<file path="src/rtl/fpwm_pkg.sv">
package fpwm_pkg;

    localparam int SENS_W       = 8;
    localparam int QFINE_W      = 9;
    localparam int FREQ_W       = 4;
    localparam int PCT_CLAMP_HI = 92;
    localparam int PCT_CLAMP_LO = 8;
    localparam int PCT_Q_UNI    = 10;

    typedef enum logic [0:0] {
        SRC_FIELD = 1'b0,
        SRC_QUIET = 1'b1
    } fpwm_src_e;

    // Integer share of a full scale, rounded down.
    function automatic int pct_of(input int full, input int pct);
        return (full * pct) / 100;
    endfunction

endpackage

</file>
<file path="src/rtl/fpwm_duty_calc.sv">
module fpwm_duty_calc
    import fpwm_pkg::*;
#(
    parameter int DUTY_W     = 11,
    parameter int SAMP_W     = 12,
    parameter int SENS_BASE  = 64,
    parameter int SENS_SHIFT = 6
) (
    input  logic signed [SAMP_W-1:0]  sample_i,
    input  logic        [SENS_W-1:0]  sens_i,
    input  logic        [QFINE_W-1:0] qfine_i,
    input  logic                      uni_i,
    output logic        [DUTY_W-1:0]  field_duty_o,
    output logic        [DUTY_W-1:0]  quiet_duty_o
);

    localparam int FULL   = 1 << DUTY_W;
    localparam int HI     = pct_of(FULL, PCT_CLAMP_HI);
    localparam int LO     = pct_of(FULL, PCT_CLAMP_LO);
    localparam int Q_BI   = FULL / 2;
    localparam int Q_UNI  = pct_of(FULL, PCT_Q_UNI);
    localparam int GAIN_W = SENS_W + 2;
    localparam int PROD_W = SAMP_W + GAIN_W + 1;
    localparam int MAG_W  = QFINE_W - 1;
    localparam int AW     = ((DUTY_W > MAG_W) ? DUTY_W : MAG_W) + 3;

    localparam logic signed [PROD_W-1:0] SAT_POS = PROD_W'(FULL);
    localparam logic signed [PROD_W-1:0] SAT_NEG = -PROD_W'(FULL);

    logic        [GAIN_W-1:0] gain;
    logic signed [PROD_W-1:0] prod;
    logic signed [PROD_W-1:0] scaled;
    logic signed [PROD_W-1:0] sat_fld;
    logic signed [AW-1:0]     fld;
    logic signed [AW-1:0]     base;
    logic signed [AW-1:0]     mag;
    logic signed [AW-1:0]     qraw;
    logic signed [AW-1:0]     sum;

    function automatic logic [DUTY_W-1:0] clamp_duty(input logic signed [AW-1:0] v);
        if (v > AW'(HI))      return DUTY_W'(HI);
        else if (v < AW'(LO)) return DUTY_W'(LO);
        else                  return DUTY_W'(v);
    endfunction

    assign gain   = GAIN_W'(SENS_BASE) + GAIN_W'(sens_i);
    assign prod   = PROD_W'(sample_i) * $signed({1'b0, gain});
    assign scaled = prod >>> SENS_SHIFT;

    // Saturate the field term before it meets the quiescent base.
    always_comb begin
        if (scaled > SAT_POS)      sat_fld = SAT_POS;
        else if (scaled < SAT_NEG) sat_fld = SAT_NEG;
        else                       sat_fld = scaled;
    end

    assign fld  = AW'(sat_fld);
    assign base = uni_i ? AW'(Q_UNI) : AW'(Q_BI);
    assign mag  = AW'({1'b0, qfine_i[MAG_W-1:0]});
    assign qraw = qfine_i[QFINE_W-1] ? (base - mag) : (base + mag);
    assign sum  = qraw + fld;

    assign field_duty_o = clamp_duty(sum);
    assign quiet_duty_o = clamp_duty(qraw);

endmodule

</file>
<file path="src/rtl/fpwm_carrier.sv">
module fpwm_carrier
    import fpwm_pkg::*;
#(
    parameter int DUTY_W   = 11,
    parameter int DIV_BASE = 122,
    parameter int DIV_STEP = 4
) (
    input  logic              clk,
    input  logic              rst,
    input  logic [FREQ_W-1:0] freq_i,
    output logic [DUTY_W-1:0] step_o,
    output logic              start_o
);

    localparam int MAXC    = (1 << FREQ_W) - 1;
    localparam int DIV_MAX = DIV_BASE + MAXC * DIV_STEP;
    localparam int DIV_W   = $clog2(DIV_MAX + 2);

    logic [DIV_W-1:0]  ticks_new;
    logic [DIV_W-1:0]  div_q;
    logic [DIV_W-1:0]  presc_q;
    logic [DUTY_W-1:0] step_q;
    logic              tick;

    always_comb begin
        int t;
        t = DIV_BASE + (MAXC - int'(freq_i)) * DIV_STEP;
        if (t < 1) t = 1;
        ticks_new = DIV_W'(t);
    end

    assign tick    = (presc_q == '0);
    assign start_o = tick && (step_q == '1);
    assign step_o  = step_q;

    // Reset parks the counter on the last step so the first edge opens a period.
    always_ff @(posedge clk) begin
        if (rst) begin
            presc_q <= '0;
            step_q  <= '1;
            div_q   <= DIV_W'(1);
        end else if (tick) begin
            step_q <= step_q + DUTY_W'(1);
            if (start_o) begin
                div_q   <= ticks_new;
                presc_q <= ticks_new - DIV_W'(1);
            end else begin
                presc_q <= div_q - DIV_W'(1);
            end
        end else begin
            presc_q <= presc_q - DIV_W'(1);
        end
    end

endmodule

</file>
<file path="src/rtl/fpwm_cal_window.sv">
module fpwm_cal_window #(
    parameter int CAL_PERIODS = 100
) (
    input  logic clk,
    input  logic rst,
    input  logic start_i,
    input  logic cal_en_i,
    output logic hold_o
);

    localparam int CW = $clog2(CAL_PERIODS + 1);

    logic [CW-1:0] cnt_q;
    logic          open_w;

    assign open_w = (cnt_q < CW'(CAL_PERIODS));
    assign hold_o = cal_en_i && open_w;

    always_ff @(posedge clk) begin
        if (rst)                   cnt_q <= '0;
        else if (start_i && open_w) cnt_q <= cnt_q + CW'(1);
    end

endmodule

</file>
<file path="src/rtl/fieldpwm_gen.sv">
module fieldpwm_gen
    import fpwm_pkg::*;
#(
    parameter int DUTY_W      = 11,
    parameter int SAMP_W      = 12,
    parameter int SENS_BASE   = 64,
    parameter int SENS_SHIFT  = 6,
    parameter int DIV_BASE    = 122,
    parameter int DIV_STEP    = 4,
    parameter int CAL_PERIODS = 100
) (
    input  logic                      clk,
    input  logic                      rst,
    input  logic signed [SAMP_W-1:0]  sample_i,
    input  logic        [SENS_W-1:0]  sens_code_i,
    input  logic        [QFINE_W-1:0] qfine_code_i,
    input  logic                      uni_mode_i,
    input  logic        [FREQ_W-1:0]  freq_code_i,
    input  logic                      cal_en_i,
    output logic                      pwm_o
);

    logic [DUTY_W-1:0] field_duty;
    logic [DUTY_W-1:0] duty_quiet;
    logic [DUTY_W-1:0] duty_next;
    logic [DUTY_W-1:0] duty_q;
    logic [DUTY_W-1:0] step_cnt;
    logic              period_start;
    logic              cal_hold;
    fpwm_src_e         src;

    fpwm_duty_calc #(
        .DUTY_W    (DUTY_W),
        .SAMP_W    (SAMP_W),
        .SENS_BASE (SENS_BASE),
        .SENS_SHIFT(SENS_SHIFT)
    ) u_calc (
        .sample_i    (sample_i),
        .sens_i      (sens_code_i),
        .qfine_i     (qfine_code_i),
        .uni_i       (uni_mode_i),
        .field_duty_o(field_duty),
        .quiet_duty_o(duty_quiet)
    );

    fpwm_carrier #(
        .DUTY_W  (DUTY_W),
        .DIV_BASE(DIV_BASE),
        .DIV_STEP(DIV_STEP)
    ) u_carrier (
        .clk    (clk),
        .rst    (rst),
        .freq_i (freq_code_i),
        .step_o (step_cnt),
        .start_o(period_start)
    );

    fpwm_cal_window #(
        .CAL_PERIODS(CAL_PERIODS)
    ) u_cal (
        .clk     (clk),
        .rst     (rst),
        .start_i (period_start),
        .cal_en_i(cal_en_i),
        .hold_o  (cal_hold)
    );

    assign src       = cal_hold ? SRC_QUIET : SRC_FIELD;
    assign duty_next = (src == SRC_QUIET) ? duty_quiet : field_duty;

    always_ff @(posedge clk) begin
        if (rst)               duty_q <= '0;
        else if (period_start) duty_q <= duty_next;
    end

    assign pwm_o = (step_cnt < duty_q);

endmodule

</file>
<file path="config.mk">
export PLATFORM = sky130hd
export DESIGN_NAME = fieldpwm_gen
export DESIGN_NICKNAME = d
export VERILOG_FILES = /design/src/rtl/fpwm_pkg.sv /design/src/rtl/fpwm_duty_calc.sv /design/src/rtl/fpwm_carrier.sv /design/src/rtl/fpwm_cal_window.sv /design/src/rtl/fieldpwm_gen.sv
export SDC_FILE = /design/constraint.sdc
export NUM_CORES = 1
export LEC_CHECK = 0
export CORE_ASPECT_RATIO = 0.5
export CORE_MARGIN = 2
export CORE_UTILIZATION = 25
export DETAILED_ROUTE_END_ITERATION = 16
export PLACE_DENSITY = 0.4
export SLEW_MARGIN = 10
export SYNTH_ARGS = -nofsm -noshare
export SYNTH_HDL_FRONTEND = slang
export SYNTH_SLANG_ARGS = --single-unit
export TNS_END_PERCENT = 100
</file>
<file path="constraint.sdc">
create_clock -name clk -period 9.9 [get_ports clk]
set_clock_uncertainty 0.15 [all_clocks]
set_input_delay 0.99 -clock clk [delete_from_list [all_inputs] [get_ports clk]]
set_output_delay 0.99 -clock clk [all_outputs]
set_load 0.05 [all_outputs]
</file>
## Word-level counts from Yosys, hierarchy flattened

Cells that the tools add are included.

- Register bits after elaboration: 45
- Input bits: 37
- Output and inout port bits: 1

- Add/subtract/negate cells: 11
- Multipliers: 1
- Magnitude comparators: 9
- Eq/ne operators: 1
- Mux-type cells: 13
- Reduce and logical (&&, ||, !) cells: 5

Operators by type and width:

| kind | number |
|---|---|
| $mux W11 | 6 |
| $mux W14 | 3 |
| $lt A32 B2 Y1 const B | 1 |
| $gt A14 B12 Y1 const B | 2 |
| $lt A14 B9 Y1 const B | 2 |
| $mux W8 | 3 |
| $sub A8 B1 Y8 const B | 3 |
| $mul A12 B10 Y22 | 1 |
| $gt A16 B13 Y1 const B | 1 |
| $lt A16 B12 Y1 const B | 1 |
| $add A14 B14 Y14 | 1 |
| $add A14 B9 Y14 | 1 |
| $sub A14 B9 Y14 | 1 |
| $add A11 B1 Y11 const B | 1 |
| $eq A11 B11 Y1 const B | 1 |
| $lt A11 B11 Y1 | 1 |
| $add A7 B8 Y9 const A | 1 |
| $add A8 B7 Y9 const A | 1 |
| $logic_not A8 Y1 | 1 |
| $add A7 B1 Y7 const B | 1 |
| $lt A7 B7 Y1 const B | 1 |
| $sub A4 B4 Y5 const A | 1 |
| $logic_and A1 B1 Y1 | 3 |
| $reduce_and A2 Y1 | 1 |
| $mux W1 | 1 |

## Depth between registers and ports, before layout

Gate-level depths: netlist of the first run.

- Word-level depth: 10
- Gate-level depth with buffers: 36
- Mapped depth without buffers: 33

## By module

From an unflattened synthesis of the first run, not the netlist that was laid out.

- Cells, all modules: 987
- Area total of the unflattened synthesis: 8,345.5 um^2

Modules (own cells, without submodules):

| module | instances | cells each | area an instance (um^2) | seq. area each (um^2) |
|---|---|---|---|---|
| fpwm_duty_calc | 1 | 695 | 5,779.3 | 0.0 |
| fpwm_carrier | 1 | 166 | 1,471.4 | 540.5 |
| fieldpwm_gen | 1 | 83 | 723.2 | 220.2 |
| fpwm_cal_window | 1 | 43 | 371.6 | 140.1 |

## Worst setup path before layout of the first run

No wires, ideal clock.

- Path type: input-to-reg
- Start point: input port sens_code_i[3]
- End point: register duty_q[7]
- Setup time: 0.078 ns
- Data arrival time: 8.954 ns
- Data required time: 9.672 ns
- Path slack: 0.719 ns
- Stages on the path: 36
- Buffers on the path: 3
- Cell sequence: clkbuf_1 > nand2_1 > fa_1 > inv_1 > fa_1 > inv_1 > fa_1 > inv_1 > fa_1 > inv_1 > fa_1 > inv_1 > ha_1 > clkbuf_1 > nand3_1 > a211oi_1 > a21oi_2 > o211ai_1 > xnor2_1 > o21ai_0 > o41ai_1 > a21oi_1 > buf_2 > nor2_1 > ha_1 > inv_1 > fa_1 > nand2b_1 > a211o_1 > a21oi_1 > mux2i_1 > o311ai_0 > nor3_1 > a21boi_1 > o2111a_1 > nor3_1

- Cells in the longest elaborated chain, start to end: 10
- Elaborated cells on any way between the ends: 12
- Those cells by class: add/sub (2); mul (1); order compare (4); mux (5)

RTL lines:

| what | RTL line | RTL |
|---|---|---|
| from (decl) | fieldpwm_gen.sv:15 | `input logic [SENS_W-1:0] sens_code_i,` |
| $add A7 B8 Y9 (*) | fpwm_duty_calc.sv:46 | `assign gain = GAIN_W'(SENS_BASE) + GAIN_W'(sens_i);` |
| $mul A12 B10 Y22 (*) | fpwm_duty_calc.sv:47 | `assign prod = PROD_W'(sample_i) * $signed({1'b0, gain});` |
| $lt A16 B12 Y1 | fpwm_duty_calc.sv:53 | `else if (scaled < SAT_NEG) sat_fld = SAT_NEG;` |
| $mux W14 | fpwm_duty_calc.sv:53 |  |
| $mux W14 (*) | fpwm_duty_calc.sv:52 | `if (scaled > SAT_POS) sat_fld = SAT_POS;` |
| $add A14 B14 Y14 (*) | fpwm_duty_calc.sv:61 | `assign sum = qraw + fld;` |
| $lt A14 B9 Y1 | fpwm_duty_calc.sv:42 | `else if (v < AW'(LO)) return DUTY_W'(LO);` |
| $mux W11 | fpwm_duty_calc.sv:42 |  |
| $mux W11 (*) | fpwm_duty_calc.sv:41 | `if (v > AW'(HI)) return DUTY_W'(HI);` |
| $mux W11 (*) | fieldpwm_gen.sv:69 | `assign duty_next = (src == SRC_QUIET) ? duty_quiet : field_duty;` |
| to (signal assigned) | fieldpwm_gen.sv:73 | `else if (period_start) duty_q <= duty_next;` |
| to (decl) | fieldpwm_gen.sv:26 | `logic [DUTY_W-1:0] duty_q;` |

Mark *: on every way between the ends. The rest lies on a longest branch, timed or not.
A chain may end at the register's enable or synchronous reset.

## Final worst setup path of the first run

Same ends and word-level chain as after synthesis.

==> flow_metrics.tcl, run 1 <==
set metrics [dict create \
    yosysUniqueCellTypes 82 \
    worstMarginPinSlew_ns 0.909 \
    r2r.worst_path.cells 13 \
    min_from "u_cal.cnt_q[1]" \
    cp_top_family "adder cells" \
    clockBufferDepth 2 \
    numCtsBuffers 5 \
    setup_viol 0 \
    cts_sinks 45 \
    grt_max_degree 47 \
    cp.required_ns 9.97 \
    max_freq_ghz 0.108 \
    drt_iter0_drc 255 \
    grt_use_total_pct 12.1 \
    post_cts_buffers 0 \
    vias 6759 \
    routed_via_density 4.47 \
    synthCells 1027 \
    clockRootBuffer "clkbuf_16" \
    max_stage_delay_ns 0.65 \
    synth_enable_flop_cells 0 \
    antenna_cells 0 \
    rr_startpoint "u_carrier.presc_q[0]" \
    die-area_sq_mm 0.0349 \
    slew_viol_final 0 \
    nNetsFinal 1290 \
    grt_pass1_wl_um 34700 \
    crit_arrival_ns 9.35 \
    ant_nets 0 \
    core_sq_mm 0.0329 \
    wl_um 20600 \
    placementRows 47 \
    min_path_type "register to register" \
    fin_setup_tns_ns 0 \
    crit_path_top_delay_cell "clkdlybuf4s50_1" \
    min_period_ns 9.28 \
    overflow 0 \
    start_util_pct 25.3 \
    cts_tree "done" \
    syn_area_sq_mm 0.00833 \
    ys.warnings.count 0 \
    grt_pass1_vias 6730 \
    synthFlopType "dfxtp_1" \
    seq_area_frac_synth_pct 10.8 \
    period_share_pct 93.8 \
    syn_avg_cell_area_sq_um 8.11 \
    r2r_end "duty_q[5]" \
    antenna_found_initial 0 \
    htree_levels 2 \
    gp_congestion 0.823 \
    cap_viol_max_count 0 \
    ys_ff_latch 45 \
    clock_latency_ns 0.29 \
    wl_per_cell_um 13.6 \
    drtPass1Iterations 5 \
    port_buffers 37 \
    max_slew_margin_pct 38.8 \
    cp-start-kind "primary input" \
    worst_setup_path_end_kind "register" \
    cts.clk_slew.worst_paths_ns 0.06 \
    hpwl_um 17500 \
    cp_max_fo 8 \
    rsz0062_at_grt "false" \
    holdPathStages 2 \
    r2r_setup_slack_ns 6.62 \
    dieHeight_um 133 \
    async_reset_ff_share_pct 0 \
    worst_path_most_repeated_cell "fa_1" \
    cp_num_buf_inv 6 \
    drive_above_1_share_pct 5.88 \
    hold_viol 0 \
    drc 0 \
    die_w_um 262 \
    ios 38 \
    syn_nets 1247 \
    outcome "finished clean" \
    critPathKind "primary input to register" \
    hold_end "u_cal.cnt_q[1]" \
    syn_to_final_growth_pct 14.5 \
]
[synthesized netlist by cell type (4+ instances only)]
cell | instances | area [sq um]
o2111ai_1 | 5 | 43.8
clkbuf_1 | 19 | 71.3
nor3_1 | 25 | 125
or3b_2 | 4 | 35.0
o31ai_1 | 4 | 30.0
nor2_1 | 67 | 251
nand3b_1 | 4 | 30.0
a21boi_0 | 5 | 37.5
nand3_1 | 23 | 115
o21a_1 | 7 | 52.6
nand2_1 | 97 | 364
mux2i_1 | 6 | 60.1
a21o_1 | 9 | 67.6
o22ai_1 | 4 | 25.0
a31oi_1 | 11 | 68.8
ha_1 | 88 | 1100
nor2b_1 | 17 | 106
o21ai_0 | 30 | 150
a311oi_1 | 4 | 35.0
o211ai_1 | 8 | 60.1
xnor2_1 | 31 | 272
inv_1 | 166 | 623
fa_1 | 95 | 1900
a211oi_1 | 12 | 90.1
xor2_1 | 16 | 140
a211o_1 | 5 | 43.8
nor3b_1 | 4 | 30.0
buf_2 | 7 | 35.0
nand2b_1 | 23 | 144
nand4_1 | 6 | 37.5
and2_1 | 53 | 332
dfxtp_1 | 45 | 901
and3_1 | 4 | 25.0
or3_1 | 5 | 31.3
a21oi_1 | 54 | 270
a2111oi_0 | 5 | 43.8
[registers in the layout, summed over array words and instances (netlist names)]
name / count
u_carrier.step_o: 11
duty_q: 11
u_cal.cnt_q: 7
u_carrier.presc_q: 8
u_carrier.div_q: 8
[worst max path at each step]
stage / startpoint / end / slack [ns] / depth (start not counted)
2_1_floorplan: sens_code_i[3] / duty_q[7] / 0.72 / 36
3_3_place_gp: sample_i[5] / duty_q[7] / 0.13 / 33
3_5_place_dp: sample_i[11] / duty_q[7] / 0.05 / 34
4_1_cts: sample_i[11] / duty_q[7] / 0.32 / 34
5_1_grt: sens_code_i[6] / duty_q[3] / 0.008 / 37
6_report: sens_code_i[3] / duty_q[7] / 0.62 / 33
[worst min-delay path, stage by stage, from the launching register on]
cell and delay, ns:
dfxtp_1 0.32, nand2_1 0.06, a21oi_1 0.05
[layout by cell type (no fill, tap or decap), types with 25 or more instances in the layout]
master,Yosys,layout
o21ai_0,30,30
inv_1,166,166
a21oi_1,54,53
nor3_1,25,25
buf_4,3,31
nor2_1,67,67
ha_1,88,88
fa_1,95,95
dfxtp_1,45,45
clkdlybuf4s50_1,0,29
nand2_1,97,97
and2_1,53,53
xnor2_1,31,31
[timing repair]
action                     4_1_cts  5_1_grt
hold endpoints to repair         0        0
setup endpoints to repair        0        9
hold buffers                     0        0
resized for setup                0       10
[routing by layer]
| layer | wire length (um) | vias up | share of wire, % | global-route usage, % |
|---|---|---|---|---|
| met5 | 0 | - | 0 | 0 |
| li1 | - | 3500 | - | - |
| met1 | 10600 | 3173 | 52 | 17.7 |
| met2 | 9390 | 74 | 46 | 19.9 |
| met3 | 335 | 12 | 1.6 | 0.766 |
| met4 | 224 | 0 | 1.1 | 2.04 |
[through the flow]
| stage | cells | instance area [sq um] | setup WS [ns] | hold slack, ns | util [%] |
|---|---|---|---|---|---|
| after floorplan | 1027 | 8330 | 0.719 | 0.287 | - |
| final | 1512 | 9540 | 0.618 | 0.325 | 29.0 |
| after CTS | 1512 | 9510 | 0.318 | 0.327 | 28.9 |
| after global placement | 1504 | 9340 | 0.128 | 0.306 | 28.4 |
| after global routing | 1512 | 9540 | 0.00821 | 0.337 | 29.0 |
| after detailed placement | 1504 | 9340 | 0.0485 | 0.319 | 28.4 |
[logic make-up (layout without fill, tap and decap cells)]
family / after synthesis / after routing / share of synthesized area, %
AO/OA/AOI/OAI: 193 / 193 / 15.6
XOR/XNOR: 49 / 49 / 5.50
adder cells (fa/ha/maj): 183 / 183 / 36.0
buffers and inverters: 198 / 242 / 9.27
flip-flops: 45 / 45 / 10.8
multiplexers: 7 / 7 / 0.856
AND/OR/NAND/NOR: 352 / 352 / 21.9
[final cells by class]
type                    instances  area, sq um
repair buffers                 68          623
inverters                     166          623
well taps                     441          552
clock buffers                   7          143
clock inverters                 1         30.0
flip-flops and latches         45          901
fillers                      3596        23400
multi-input cells             784         6670
Power of run 1 is not shown: default switching activity piles up to over one toggle a cycle in this logic, so the estimate is an artifact.
==> inputs of run 2 (changes only) <==
--- a/config.mk
+++ b/config.mk
@@ -5,11 +5,13 @@
 export SDC_FILE = /design/constraint.sdc
 export NUM_CORES = 1
 export LEC_CHECK = 0
+export CELL_PAD_IN_SITES_DETAIL_PLACEMENT = 0
+export CELL_PAD_IN_SITES_GLOBAL_PLACEMENT = 1
 export CORE_ASPECT_RATIO = 0.5
 export CORE_MARGIN = 2
 export CORE_UTILIZATION = 25
 export DETAILED_ROUTE_END_ITERATION = 16
-export PLACE_DENSITY = 0.4
+export PLACE_DENSITY = 0.49
 export SLEW_MARGIN = 10
 export SYNTH_ARGS = -nofsm -noshare
 export SYNTH_HDL_FRONTEND = slang
==> constraint.sdc (replaced) <==
create_clock -name clk -period 10.35 [get_ports clk]
set_clock_uncertainty 0.15 [all_clocks]
set_input_delay 1.035 -clock clk [delete_from_list [all_inputs] [get_ports clk]]
set_output_delay 1.035 -clock clk [all_outputs]
set_load 0.05 [all_outputs]
==> flow_metrics.tcl, run 2 (same netlist as run 1, synthesis figures left out) <==
set metrics [dict create \
    outcome "finished clean" \
    swShare_pct 53.4 \
    cp_top_family "adder cells" \
    grt_use_total_pct 12.8 \
    clockRootBuffer "clkbuf_16" \
    drt_iter0_drc 240 \
    max_freq_ghz 0.103 \
    ctsHoldBuffers 0 \
    r2r_end "duty_q[5]" \
    hold_viol 0 \
    placementRows 47 \
    r2r.worst_path.cells 13 \
    critPathKind "primary input to register" \
    numCtsBuffers 5 \
    grt_pass1_vias 6935 \
    fin_setup_tns_ns 0 \
    seqPwrFrac_pct 8.5 \
    crit_path_top_delay_cell "clkdlybuf4s50_1" \
    drtPass1Iterations 5 \
    worstMarginPinSlew_ns 0.885 \
    min_from "duty_q[3]" \
    ant_nets 0 \
    max_slew_margin_pct 41.0 \
    cp_num_buf_inv 7 \
    rr_startpoint "u_carrier.presc_q[0]" \
    slew_viol_final 0 \
    antenna_found_initial 0 \
    finalInstanceArea_sq_mm 0.00943 \
    critical_path.endpoint "duty_q[7]" \
    crit_arrival_ns 9.83 \
    port_buffers 37 \
    dieHeight_um 133 \
    vias 6734 \
    clockBufferDepth 2 \
    syn_to_final_growth_pct 13.2 \
    r2r_setup_slack_ns 6.54 \
    wl_um 21400 \
    drive_above_1_share_pct 5.18 \
    clock_latency_ns 0.29 \
    final_common_cell "inv_1" \
    period_share_pct 94.3 \
    grt_pass1_wl_um 36300 \
    p_per_area_mw_per_mm2 353 \
    core_sq_mm 0.0329 \
    final_cell_mix "inv_1 (166), nand2_1 (97), fa_1 (95)" \
    gp_congestion 0.783 \
    cts_tree "done" \
    p_comb_share_pct 86.7 \
    nNetsFinal 1281 \
    worst_path_most_repeated_cell "fa_1" \
    overflow 0 \
    critPathLaunch "sens_code_i[2]" \
    cts_sinks 45 \
    die-area_sq_mm 0.0349 \
    irDropWorstVdd_uv 202 \
    cap_viol_max_count 0 \
    hold_slack_ns 0.324 \
    p_sw_mw 1.78 \
    worst_setup_path_end_kind "register" \
    cp_max_fo 8 \
    antenna_cells 0 \
    drc 0 \
    cp-start-kind "primary input" \
    max_stage_delay_ns 0.66 \
    htree_levels 2 \
    die_w_um 262 \
    p_int_mw 1.55 \
    hpwl_um 18100 \
    min_period_ns 9.76 \
    p_leak_nw 4.21 \
    min_path_type "register to register" \
    ios 38 \
    start_util_pct 25.3 \
    clkPwrFrac_pct 4.8 \
    cp.required_ns 10.42 \
    setup_viol 0 \
    wl_per_cell_um 14.2 \
    dpl_cell_area_sq_mm 0.00926 \
    grt_max_degree 47 \
    crit_cells 34 \
    routed_via_density 4.48 \
    cts.clk_slew.worst_paths_ns 0.07 \
]
==> run 2: area by class of cell <==
type	instances	area [sq um]
multi-input combinational	784	6670
timing repair buffer	59	541
fill	3590	23500
inverter	166	623
clock inverter	3	21.3
clock buffer	5	125
sequential	45	901
tap	441	552
==> run 2: worst reg2reg max path, stage by stage, from the launching register on <==
cell       delay, ns
dfxtp_1         0.31
inv_1           0.07
ha_1            0.17
nor4b_2         0.28
nor4b_4         0.25
buf_4           0.28
nand2_2         0.15
nor3_4          0.22
and2_0          0.73
buf_4           0.35
o21ai_0         0.14
nor2_2          0.29
o2111ai_1       0.16
and2_1          0.16
==> run 2: per-layer routing <==
layer	part of all wire, %	vias up	track usage (%)
li1	-	3480	-
met1	53	3189	18.6
met2	45	51	20.9
met3	1.3	14	0.805
met4	1.3	0	2.26
met5	0	-	0
==> run 2: power by group through the flow <==
stage               clock, mW  sequential (mW)  combinational, mW
global placement            0            0.285               2.89
global route            0.173            0.291               3.34
floorplan                   0            0.271               2.23
detailed placement          0            0.286               2.88
finish                  0.161            0.282               2.89
CTS                     0.169            0.282               2.91
==> run 2: metrics by stage <==
stage | util (%) | power (mW) | setup slack, ns | instances
floorplan | - | 2.50 | 1.12 | 1027
global placement | 28.1 | 3.17 | 0.348 | 1493
detailed placement | 28.1 | 3.17 | 0.170 | 1493
CTS | 28.5 | 3.36 | 0.460 | 1501
global route | 28.6 | 3.81 | -0.0133 | 1503
finish | 28.6 | 3.33 | 0.594 | 1503
==> run 2: how the worst min path moves through the flow <==
stage	cells past startpoint	slack, ns	end
finish	2	0.32	duty_q[3]
global route	2	0.35	duty_q[3]
CTS	2	0.33	duty_q[3]
detailed placement	2	0.31	u_cal.cnt_q[6]
global placement	2	0.31	u_cal.cnt_q[1]
floorplan	2	0.29	u_cal.cnt_q[6]
==> run 2: what timing repair did <==
action / in CTS / in global routing
endpoints found under the setup margin: 0 / 8
buffers inserted: 0 / 2
gates resized for setup: 0 / 4
Power figures use the tool's default switching activity.
